## config.mk

```make
export PLATFORM = sky130hd
export DESIGN_NAME = rtc_irq_ctrl
export DESIGN_NICKNAME = d
export VERILOG_FILES = /design/src/rtl/rtcirq_pkg.sv /design/src/rtl/rtcirq_flag.sv /design/src/rtl/rtcirq_regs.sv /design/src/rtl/rtcirq_cd_pulse.sv /design/src/rtl/rtc_irq_ctrl.sv
export SDC_FILE = /design/constraint.sdc
export NUM_CORES = 1
export LEC_CHECK = 0
export BUFFER_PORTS_ARGS = -buffer_cell sky130_fd_sc_hd__buf_2
export CORE_MARGIN = 8
export CORE_UTILIZATION = 52
export DETAILED_ROUTE_END_ITERATION = 7
export PLACE_DENSITY_LB_ADDON = 0.15
export SLEW_MARGIN = 20
export SYNTH_ARGS = -nofsm -noshare
export SYNTH_HDL_FRONTEND = slang
export SYNTH_SLANG_ARGS = --single-unit
```

## constraint.sdc

```tcl
create_clock -name clk -period 5.55 [get_ports clk]
set_clock_uncertainty 0.05 [all_clocks]
set_input_delay 0.555 -clock clk [delete_from_list [all_inputs] [get_ports clk]]
set_output_delay 0.555 -clock clk [all_outputs]
set_load 0.005 [all_outputs]
```

## src/rtl/rtcirq_pkg.sv

```systemverilog
package rtcirq_pkg;
  localparam int ADDR_W = 2;
  localparam int DATA_W = 8;
  localparam int NSRC   = 3;

  localparam logic [ADDR_W-1:0] ADDR_CTRL  = 2'd0;
  localparam logic [ADDR_W-1:0] ADDR_FLAGS = 2'd1;
  localparam logic [ADDR_W-1:0] ADDR_WDCTL = 2'd2;

  localparam int BIT_ALARM = 0;
  localparam int BIT_CD    = 1;
  localparam int BIT_MODE  = 2;

  typedef enum logic [1:0] {
    SRC_ALARM = 2'd0,
    SRC_CD    = 2'd1,
    SRC_WD    = 2'd2
  } src_e;

  typedef struct packed {
    logic       alarm_ie;
    logic       cd_ie;
    logic       cd_pulse;
    logic [1:0] wd_sel;
  } ctrl_t;
endpackage

```

## src/rtl/rtcirq_flag.sv

```systemverilog
module rtcirq_flag (
  input  logic clk,
  input  logic rst_n,
  input  logic set_i,
  input  logic clr_i,
  output logic q_o
);
  always_ff @(posedge clk or negedge rst_n) begin
    if (!rst_n)     q_o <= 1'b0;
    else if (set_i) q_o <= 1'b1;
    else if (clr_i) q_o <= 1'b0;
  end

  a_r10_set_dominant: assert property (@(posedge clk) disable iff (!rst_n)
    set_i |=> q_o);
  a_r3_clear_effect: assert property (@(posedge clk) disable iff (!rst_n)
    (clr_i && !set_i) |=> !q_o);
endmodule

```

## src/rtl/rtcirq_regs.sv

```systemverilog
module rtcirq_regs
  import rtcirq_pkg::*;
(
  input  logic              clk,
  input  logic              rst_n,
  input  logic              wr_commit,
  input  logic [ADDR_W-1:0] wr_addr,
  input  logic [DATA_W-1:0] wr_data,
  output ctrl_t             ctrl_o,
  output logic              alarm_clr_o,
  output logic              cd_clr_o
);
  logic wr_ctrl, wr_flags, wr_wd;
  logic unused_data;

  assign wr_ctrl  = wr_commit && (wr_addr == ADDR_CTRL);
  assign wr_flags = wr_commit && (wr_addr == ADDR_FLAGS);
  assign wr_wd    = wr_commit && (wr_addr == ADDR_WDCTL);
  assign unused_data = ^wr_data[DATA_W-1:BIT_MODE+1];

  always_ff @(posedge clk or negedge rst_n) begin
    if (!rst_n) begin
      ctrl_o <= '0;
    end else begin
      if (wr_ctrl) begin
        ctrl_o.alarm_ie <= wr_data[BIT_ALARM];
        ctrl_o.cd_ie    <= wr_data[BIT_CD];
        ctrl_o.cd_pulse <= wr_data[BIT_MODE];
      end
      if (wr_wd) ctrl_o.wd_sel <= wr_data[1:0];
    end
  end

  // writing 0 clears, writing 1 leaves the flag alone
  assign alarm_clr_o = wr_flags && !wr_data[BIT_ALARM];
  assign cd_clr_o    = wr_flags && !wr_data[BIT_CD];

  a_r7_enable_write: assert property (@(posedge clk) disable iff (!rst_n)
    wr_ctrl |=> (ctrl_o.cd_ie == $past(wr_data[BIT_CD])));
endmodule

```

## src/rtl/rtcirq_cd_pulse.sv

```systemverilog
module rtcirq_cd_pulse #(
  parameter int PULSE_LEN = 64
) (
  input  logic clk,
  input  logic rst_n,
  input  logic load_i,
  input  logic abort_i,
  output logic active_o
);
  localparam int CNT_W = $clog2(PULSE_LEN + 1);
  localparam logic [CNT_W-1:0] LEN = CNT_W'(PULSE_LEN);

  logic [CNT_W-1:0] cnt;

  always_ff @(posedge clk or negedge rst_n) begin
    if (!rst_n)          cnt <= '0;
    else if (load_i)     cnt <= LEN;
    else if (abort_i)    cnt <= '0;
    else if (cnt != '0)  cnt <= cnt - 1'b1;
  end

  assign active_o = (cnt != '0);

  a_r4_count_down: assert property (@(posedge clk) disable iff (!rst_n)
    (active_o && !load_i && !abort_i) |=> (cnt == $past(cnt) - 1'b1));
  a_r5_restart: assert property (@(posedge clk) disable iff (!rst_n)
    load_i |=> active_o);
  a_r6_cut_short: assert property (@(posedge clk) disable iff (!rst_n)
    (abort_i && !load_i) |=> !active_o);
endmodule

```

## src/rtl/rtc_irq_ctrl.sv

```systemverilog
module rtc_irq_ctrl
  import rtcirq_pkg::*;
#(
  parameter int PULSE_LEN = 64
) (
  input  logic              clk,
  input  logic              rst_n,
  input  logic              alarm_set,
  input  logic              cd_set,
  input  logic              wd_set,
  input  logic              wd_restart,
  input  logic              wr_commit,
  input  logic [ADDR_W-1:0] wr_addr,
  input  logic [DATA_W-1:0] wr_data,
  output logic              irq_n,
  output logic              alarm_flag,
  output logic              cd_flag,
  output logic              wd_flag
);
  ctrl_t            ctrl;
  logic             alarm_clr, cd_clr;
  logic [NSRC-1:0]  set_vec, clr_vec, flag_vec, req_vec;
  logic             pulse_active;

  rtcirq_regs u_regs (
    .clk        (clk),
    .rst_n      (rst_n),
    .wr_commit  (wr_commit),
    .wr_addr    (wr_addr),
    .wr_data    (wr_data),
    .ctrl_o     (ctrl),
    .alarm_clr_o(alarm_clr),
    .cd_clr_o   (cd_clr)
  );

  assign set_vec[SRC_ALARM] = alarm_set;
  assign set_vec[SRC_CD]    = cd_set;
  assign set_vec[SRC_WD]    = wd_set;
  assign clr_vec[SRC_ALARM] = alarm_clr;
  assign clr_vec[SRC_CD]    = cd_clr;
  assign clr_vec[SRC_WD]    = wd_restart;

  for (genvar i = 0; i < NSRC; i++) begin : g_flag
    rtcirq_flag u_flag (
      .clk  (clk),
      .rst_n(rst_n),
      .set_i(set_vec[i]),
      .clr_i(clr_vec[i]),
      .q_o  (flag_vec[i])
    );
  end

  rtcirq_cd_pulse #(.PULSE_LEN(PULSE_LEN)) u_pulse (
    .clk     (clk),
    .rst_n   (rst_n),
    .load_i  (cd_set),
    .abort_i (cd_clr),
    .active_o(pulse_active)
  );

  assign req_vec[SRC_ALARM] = ctrl.alarm_ie & flag_vec[SRC_ALARM];
  assign req_vec[SRC_CD]    = ctrl.cd_ie &
                              (ctrl.cd_pulse ? pulse_active : flag_vec[SRC_CD]);
  assign req_vec[SRC_WD]    = (ctrl.wd_sel != 2'b00) & flag_vec[SRC_WD];

  assign irq_n      = ~|req_vec;
  assign alarm_flag = flag_vec[SRC_ALARM];
  assign cd_flag    = flag_vec[SRC_CD];
  assign wd_flag    = flag_vec[SRC_WD];

  a_r2_alarm_level: assert property (@(posedge clk) disable iff (!rst_n)
    (ctrl.alarm_ie && alarm_flag) |-> !irq_n);
  a_r7_cd_level: assert property (@(posedge clk) disable iff (!rst_n)
    (ctrl.cd_ie && !ctrl.cd_pulse && cd_flag) |-> !irq_n);
  a_r8_wd_level: assert property (@(posedge clk) disable iff (!rst_n)
    ((ctrl.wd_sel != 2'b00) && wd_flag) |-> !irq_n);
  a_r9_wd_sticky: assert property (@(posedge clk) disable iff (!rst_n)
    (wd_flag && !wd_restart) |=> wd_flag);
  a_r12_disabled_quiet: assert property (@(posedge clk) disable iff (!rst_n)
    (!ctrl.alarm_ie && !ctrl.cd_ie && (ctrl.wd_sel == 2'b00)) |-> irq_n);
endmodule

```

==> results of run 1 <==
==> layer usage <==
| metal | part of all wire (%) | global-route usage, % | up-vias |
|---|---|---|---|
| li1 | - | - | 256 |
| met5 | 0 | 0 | - |
| met2 | 51 | 16.2 | 8 |
| met1 | 46 | 11.0 | 244 |
| met3 | 2.5 | 1.99 | 2 |
| met4 | 0.99 | 6.47 | 0 |
==> power breakdown <==
group	leakage [nW]	switching [mW]	internal (mW)
combinational	0.171	0.0547	0.0590
sequential	0.176	0.0242	0.139
clock	0.0150	0.0309	0.0278
==> flip-flops by register name, summed over array words and instances, names as in the netlist <==
| name | cells |
|---|---|
| u_pulse.cnt | 7 |
| u_regs.ctrl_o | 5 |
| g_flag.u_flag.q_o | 3 |
==> worst paths after layout <==
path / from / to
min in group clk: wd_set / g_flag[2].u_flag.q_o
max in group asynchronous: rst_n / u_pulse.cnt[0]
min reg2reg: u_regs.ctrl_o[4] / u_regs.ctrl_o[4]
min: rst_n / u_regs.ctrl_o[1]
max reg2reg: u_pulse.cnt[0] / u_pulse.cnt[5]
max: u_pulse.cnt[0] / irq_n
==> metrics by stage <==
stage	power (mW)	cells	hold slack, ns
finish	0.335	95	0.115
global route	0.362	95	0.141
CTS	0.341	95	0.122
detailed placement	0.281	91	0.420
global placement	0.275	91	0.417
floorplan	0.251	62	0.209
==> cells in the final DEF (no fill, tap or decap), types with 2 or more instances in the layout <==
cell / count
buf_2: 15
or4_1: 2
xnor2_1: 3
mux2_1: 5
nor3_1: 2
nand3b_1: 3
nor2_1: 4
a21oi_1: 4
nand2b_1: 2
inv_1: 3
clkbuf_4: 3
a211oi_1: 2
a21o_1: 2
dfrtp_1: 15
nand2_1: 2
==> worst max-delay path: cells and delay by family, from the launching register on <==
kind | cells | cell delay (ns)
compound gates | 2 | 0.27
fa+ha+maj | 1 | 0.20
simple gates | 2 | 0.64
buf+inv | 2 | 0.25
flops | 1 | 0.40
==> logic make-up after synthesis <==
logic type | count (synthesis) | synth area share (%)
AND/OR/NAND/NOR | 21 | 18.5
flip-flops | 15 | 53.8
AO/OA/AOI/OAI | 13 | 12.0
multiplexers | 5 | 8.06
buffers and inverters | 4 | 2.15
XOR/XNOR | 3 | 3.76
adder cells (fa/ha/maj) | 1 | 1.79
==> cells in the mapped netlist <==
| library cell | number |
|---|---|
| a211oi_1 | 2 |
| a21o_1 | 2 |
| a21oi_1 | 4 |
| a31o_1 | 1 |
| and2_1 | 1 |
| clkbuf_1 | 1 |
| dfrtp_1 | 15 |
| ha_1 | 1 |
| inv_1 | 3 |
| mux2_1 | 5 |
| nand2_1 | 2 |
| nand2b_1 | 2 |
| nand3b_1 | 3 |
| nor2_1 | 4 |
| nor3_1 | 2 |
| nor3b_1 | 1 |
| nor3b_2 | 1 |
| o21a_1 | 1 |
| o21ai_0 | 1 |
| o21ai_1 | 1 |
| o31ai_1 | 1 |
| or2_1 | 1 |
| or2b_1 | 1 |
| or3_1 | 1 |
| or4_1 | 2 |
| xnor2_1 | 3 |
==> layout make-up <==
cell class | count | share of cell area (%)
multi-input combinational | 43 | 37.8
sequential | 15 | 46.1
inverter | 3 | 1.38
tap | 15 | 2.30
clock buffer | 4 | 3.23
timing repair buffer | 15 | 9.22
==> impl_metrics.ini, run 1 <==
[timing]
rsz0062_at_grt = no
layout_setup_ws_ns = 2.91
finalSetupViolCount = 0
max-slew-margin-rel_pct = 69.2
drv_slew = 0
finalCritPeriodShare_pct = 47.5
period_minus_slack_ns = 2.64
finalHoldViolCount = 0
setup_tns_ns = 0
fmax_mhz = 379
tightest_slew_ns = 0.461

[cells_and_area]
seqCellArea_sq_um = 375
area_delta_synth_final_pct = 16.7
diodes = 0
fin_nets = 99
post-route-util_pct = 63.4
n_fill_cell = 111
drive_gt1_share_pct = 23.8
final_cell_area_sq_um = 815
multi_input_area_sq_um = 308

[synthesis]
netlist.area_leader.share_pct = 53.8
seq_area_frac_synth_pct = 53.8
syn-num-nets = 80
netlist_instances = 62
ys_warn_count = 0
syn_area_sq_um = 698
avgSynthCellArea_sq_um = 11.3
yosys_register_bits = 15
yosys-top-cells-area = dfrtp_1 (54%), mux2_1 (8.1%), xnor2_1 (3.8%)
ys_types = 26
yosys.area.top_type = dfrtp_1

[detailed_routing]
wl_per_cell_um = 12.8
num_vias = 510
drc = 0
wl_mm = 1.22
dr.pass1.iters = 4
first_iter_violations = 5
vias_per_cell = 5.37
antenna_left = 0

[power]
power.density_nw_per_um2 = 412
ir_worst_vdd_mv = 0.212
p_leak_nw = 0.363

[die]
die_w_um = 52.6
io_pins = 21
dieArea_sq_um = 2770
core_sq_um = 1280
start_util_pct = 54.3
die_y_um = 52.6
num_rows = 13

[clocking]
cts_sinks = 15
cts-root-buf = clkbuf_4
clk_path_buf_depth = 2
cts_resized = 0
cts_setup_buffers = 0
htreeDepth = 1
cts_tree = yes
cts_buffers = 3
clkLatencyLatePin_ns = 0.27
clk_pin_slew_ns = 0.08
hold_buffers = 0

[setup_path]
crit_fanout = 5
critPathArrivalTime_ns = 2.03
end_kind = output pin
crit_type = register to output pin
slowest_delay_ns = 0.40
worst-r2r-setup-slack_ns = 3.70
cp-start-kind = register
required_ns = 4.95
slowest_stage = dfrtp_1
worstPathCellList = inv_1 > ha_1 > nor3b_2 > and2_1 > a21oi_1 > a211oi_1 > buf_2
reg2reg_depth = 6

[grt]
antenna_found_initial = 0
grt_pass1_wl_mm = 2.07
gr-total-overflow = 0
track_usage_pct = 9.77
grt_max_degree = 16
grt_pass1_vias = 516

[outcome]
outcome = completed

[placed_design]
place_area_sq_um = 788
gp_routability_congestion = 0.711
port_buffers = 15
dpl_worst_slack_ns = 3.20
hpwl_um = 998

[flow_run]
drv_cap = 0

[worst_hold_path]
hold_class = input pin to asynchronous set/reset pin
No activity file was read; power rests on OpenSTA's default activity.
==> run 2: changes to the inputs <==
--- a/config.mk
+++ b/config.mk
@@ -5,9 +5,10 @@
 export SDC_FILE = /design/constraint.sdc
 export NUM_CORES = 1
 export LEC_CHECK = 0
+export ABC_AREA = 1
 export BUFFER_PORTS_ARGS = -buffer_cell sky130_fd_sc_hd__buf_2
 export CORE_MARGIN = 8
-export CORE_UTILIZATION = 52
+export CORE_UTILIZATION = 44
 export DETAILED_ROUTE_END_ITERATION = 7
 export PLACE_DENSITY_LB_ADDON = 0.15
 export SLEW_MARGIN = 20
==> constraint.sdc (replaced) <==
create_clock -name clk -period 2.2 [get_ports clk]
set_clock_uncertainty 0.05 [all_clocks]
set_input_delay 0.22 -clock clk [delete_from_list [all_inputs] [get_ports clk]]
set_output_delay 0.22 -clock clk [all_outputs]
set_load 0.005 [all_outputs]
==> run 2 against run 1 <==
Clock power rose to 2.6 times the previous value. Wire length increased by 15%. Power is 150% higher. Sequential share of layout area fell by 2.2 points. Critical path depth increased by 2. Combinational power grew to 2.7 times the previous value. Die area grew 16%. Final area grew 5.1%. Final cell count grew 31%. Clock-buffer cell count is the same. Largest cell class unchanged. Largest power group unchanged.
==> impl_metrics.ini, run 2 <==
[setup_path]
timing.rr.end = u_pulse.cnt[5]
end_kind = output pin
worst-r2r-setup-slack_ns = 0.82
crit_fanout = 6
required_ns = 1.93
crit_type = register to output pin
r2r-start = u_pulse.cnt[1]
critPathArrivalTime_ns = 1.64
cp-start-kind = register
reg2reg_depth = 9

[clocking]
clkLatencyLatePin_ns = 0.27
htreeDepth = 1
cts_sinks = 15
clk_path_buf_depth = 2
cts-root-buf = clkbuf_4
clk_pin_slew_ns = 0.09
cts_buffers = 3
cts_tree = yes
cts_resized = 0

[detailed_routing]
antenna_left = 0
dr.pass1.iters = 4
wl_per_cell_um = 11.3
drc = 0
num_vias = 603
first_iter_violations = 1
vias_per_cell = 4.86
wl_mm = 1.41

[power]
p_int_mw = 0.532
power.density_nw_per_um2 = 978
seqPwrFrac_pct = 45.7
p_clk_share_pct = 18.1
sw_frac_of_total_pct = 36.4
p_comb_share_pct = 36.2
power_switching_mw = 0.305
ir_worst_vdd_mv = 0.398
p_leak_nw = 0.470

[timing]
drv_slew = 0
max-slew-margin-rel_pct = 77.4
hold_slack_ns = 0.0648
finalSetupViolCount = 0
setup_tns_ns = 0
fmax_mhz = 524
tightest_slew_ns = 0.339
period_minus_slack_ns = 1.91
rsz0062_at_grt = no
finalHoldViolCount = 0
layout_setup_ws_ns = 0.292
finalCritPeriodShare_pct = 86.7

[cells_and_area]
drive_gt1_share_pct = 24.1
top_regs = u_pulse.cnt (7), u_regs.ctrl_o (5), g_flag.u_flag.q_o (3)
largest_register_ffs = 7
final_common_cell = nand2_1
area_delta_synth_final_pct = 18.1
post-route-util_pct = 56.2
largest_register = u_pulse.cnt
final_cell_area_sq_um = 856
fin_nets = 127
n_fill_cell = 154
layout_common_cells = nand2_1 (20), dfrtp_1 (15), buf_2 (15)
diodes = 0

[flow_run]
drv_cap = 0

[grt]
track_usage_pct = 9.73
gr-total-overflow = 0
grt_max_degree = 16
grt_pass1_vias = 639
grt_pass1_wl_mm = 2.62
antenna_found_initial = 0

[synthesis]
seq_area_frac_synth_pct = 51.8
ys_warn_count = 0
netlist_instances = 88
yosysMostFrequentCell = nand2_1
synth_edf_count = 0
yosys.area.top_type = dfrtp_1
yosys-top-cells-area = dfrtp_1 (52%), nand2_1 (10%), inv_1 (6.7%)
syn-num-nets = 106
ys_async_sr_fraction_pct = 100
avgSynthCellArea_sq_um = 8.23
ys_types = 18
ys.flop_type = dfrtp_1
syn_area_sq_um = 724
synth_common_cells = nand2_1 (20), dfrtp_1 (15), inv_1 (13)
netlist.area_leader.share_pct = 51.8
yosys_register_bits = 15

[die]
num_rows = 14
die_w_um = 56.6
die_y_um = 56.6
start_util_pct = 47.5
core_sq_um = 1520
io_pins = 21
dieArea_sq_um = 3200

[placed_design]
gp_routability_congestion = 0.787
hpwl_mm = 1.18
place_area_sq_um = 820
dpl_worst_slack_ns = 0.592
port_buffers = 15

[worst_hold_path]
hold_class = input pin to register
worstHoldEndpoint = g_flag[2].u_flag.q_o
hp-start = wd_restart
worst_hold_path.num_cells = 2

[outcome]
outcome = completed
run 2: changes by cell type in the layout (fill, tap and decap cells not counted), sizes merged, moves of 3 or more:
cell    delta
inv       +13
mux2       -4
nand2     +20
nand3      +6
nand3b     -3
nor2       +4
o21ai      +5
xnor2      -3
run 2: routing by layer:
metal / vias to the layer above / GRT usage (%) / wire length [um]
li1: 321 / - / -
met1: 268 / 11.8 / 680
met2: 12 / 15.8 / 672
met3: 2 / 2.25 / 43
met4: 0 / 4.12 / 9
met5: - / 0 / 0
run 2: timing repair:
action,in CTS,in global routing
hold endpoints to repair,15,0
hold buffers,1,0
buffers inserted,0,0
setup endpoints to repair,0,0
run 2: worst max path at each step:
stage | slack, ns | startpoint | to | depth (start not counted)
floorplan | 0.79 | u_pulse.cnt[0] | irq_n | 8
global placement | 0.61 | u_pulse.cnt[0] | irq_n | 9
detailed placement | 0.59 | u_pulse.cnt[0] | irq_n | 9
CTS | 0.27 | u_pulse.cnt[1] | irq_n | 9
global route | 0.1 | u_pulse.cnt[0] | irq_n | 9
finish | 0.29 | u_pulse.cnt[1] | irq_n | 9
run 2: cell type report:
cell class                      instances  area [sq um]  share of cell area [%]
Sequential cell                        15           375                    43.9
Multi-Input combinational cell         57           289                    33.8
Timing Repair Buffer                   16          85.1                    9.94
Inverter                               16          60.1                    7.02
Clock buffer                            4          26.3                    3.07
Tap cell                               16          20.0                    2.34
run 2: cells by family after synthesis:
kind of cell | share of synthesized area (%)
and+or+nand+nor | 23.5
buffers and inverters | 8.29
DFF | 51.8
AOI/OAI and AO/OA | 10.7
xor gates and xnor gates | 2.42
muxes | 1.55
adders and majority gates | 1.73
run 2: worst max-delay path, cell delays in order (launching register included):
cell	delay, ns
dfrtp_1	0.37
inv_1	0.10
ha_1	0.20
nand2_1	0.08
nor2_2	0.11
nand2_2	0.12
inv_2	0.09
nand2_1	0.05
a21oi_1	0.12
buf_2	0.13
run 2: power by group through the flow:
| stage | logic, mW | registers, mW | clock network (mW) |
|---|---|---|---|
| CTS | 0.308 | 0.383 | 0.156 |
| floorplan | 0.236 | 0.380 | 0 |
| global route | 0.354 | 0.391 | 0.169 |
| global placement | 0.294 | 0.386 | 0 |
| detailed placement | 0.304 | 0.388 | 0 |
| finish | 0.303 | 0.382 | 0.152 |
run 2: per-stage QoR:
| stage | power (mW) | instances |
|---|---|---|
| final | 0.837 | 124 |
| after global routing | 0.914 | 124 |
| after CTS | 0.847 | 124 |
| after detailed placement | 0.692 | 119 |
| after global placement | 0.681 | 119 |
| after floorplan | 0.615 | 88 |
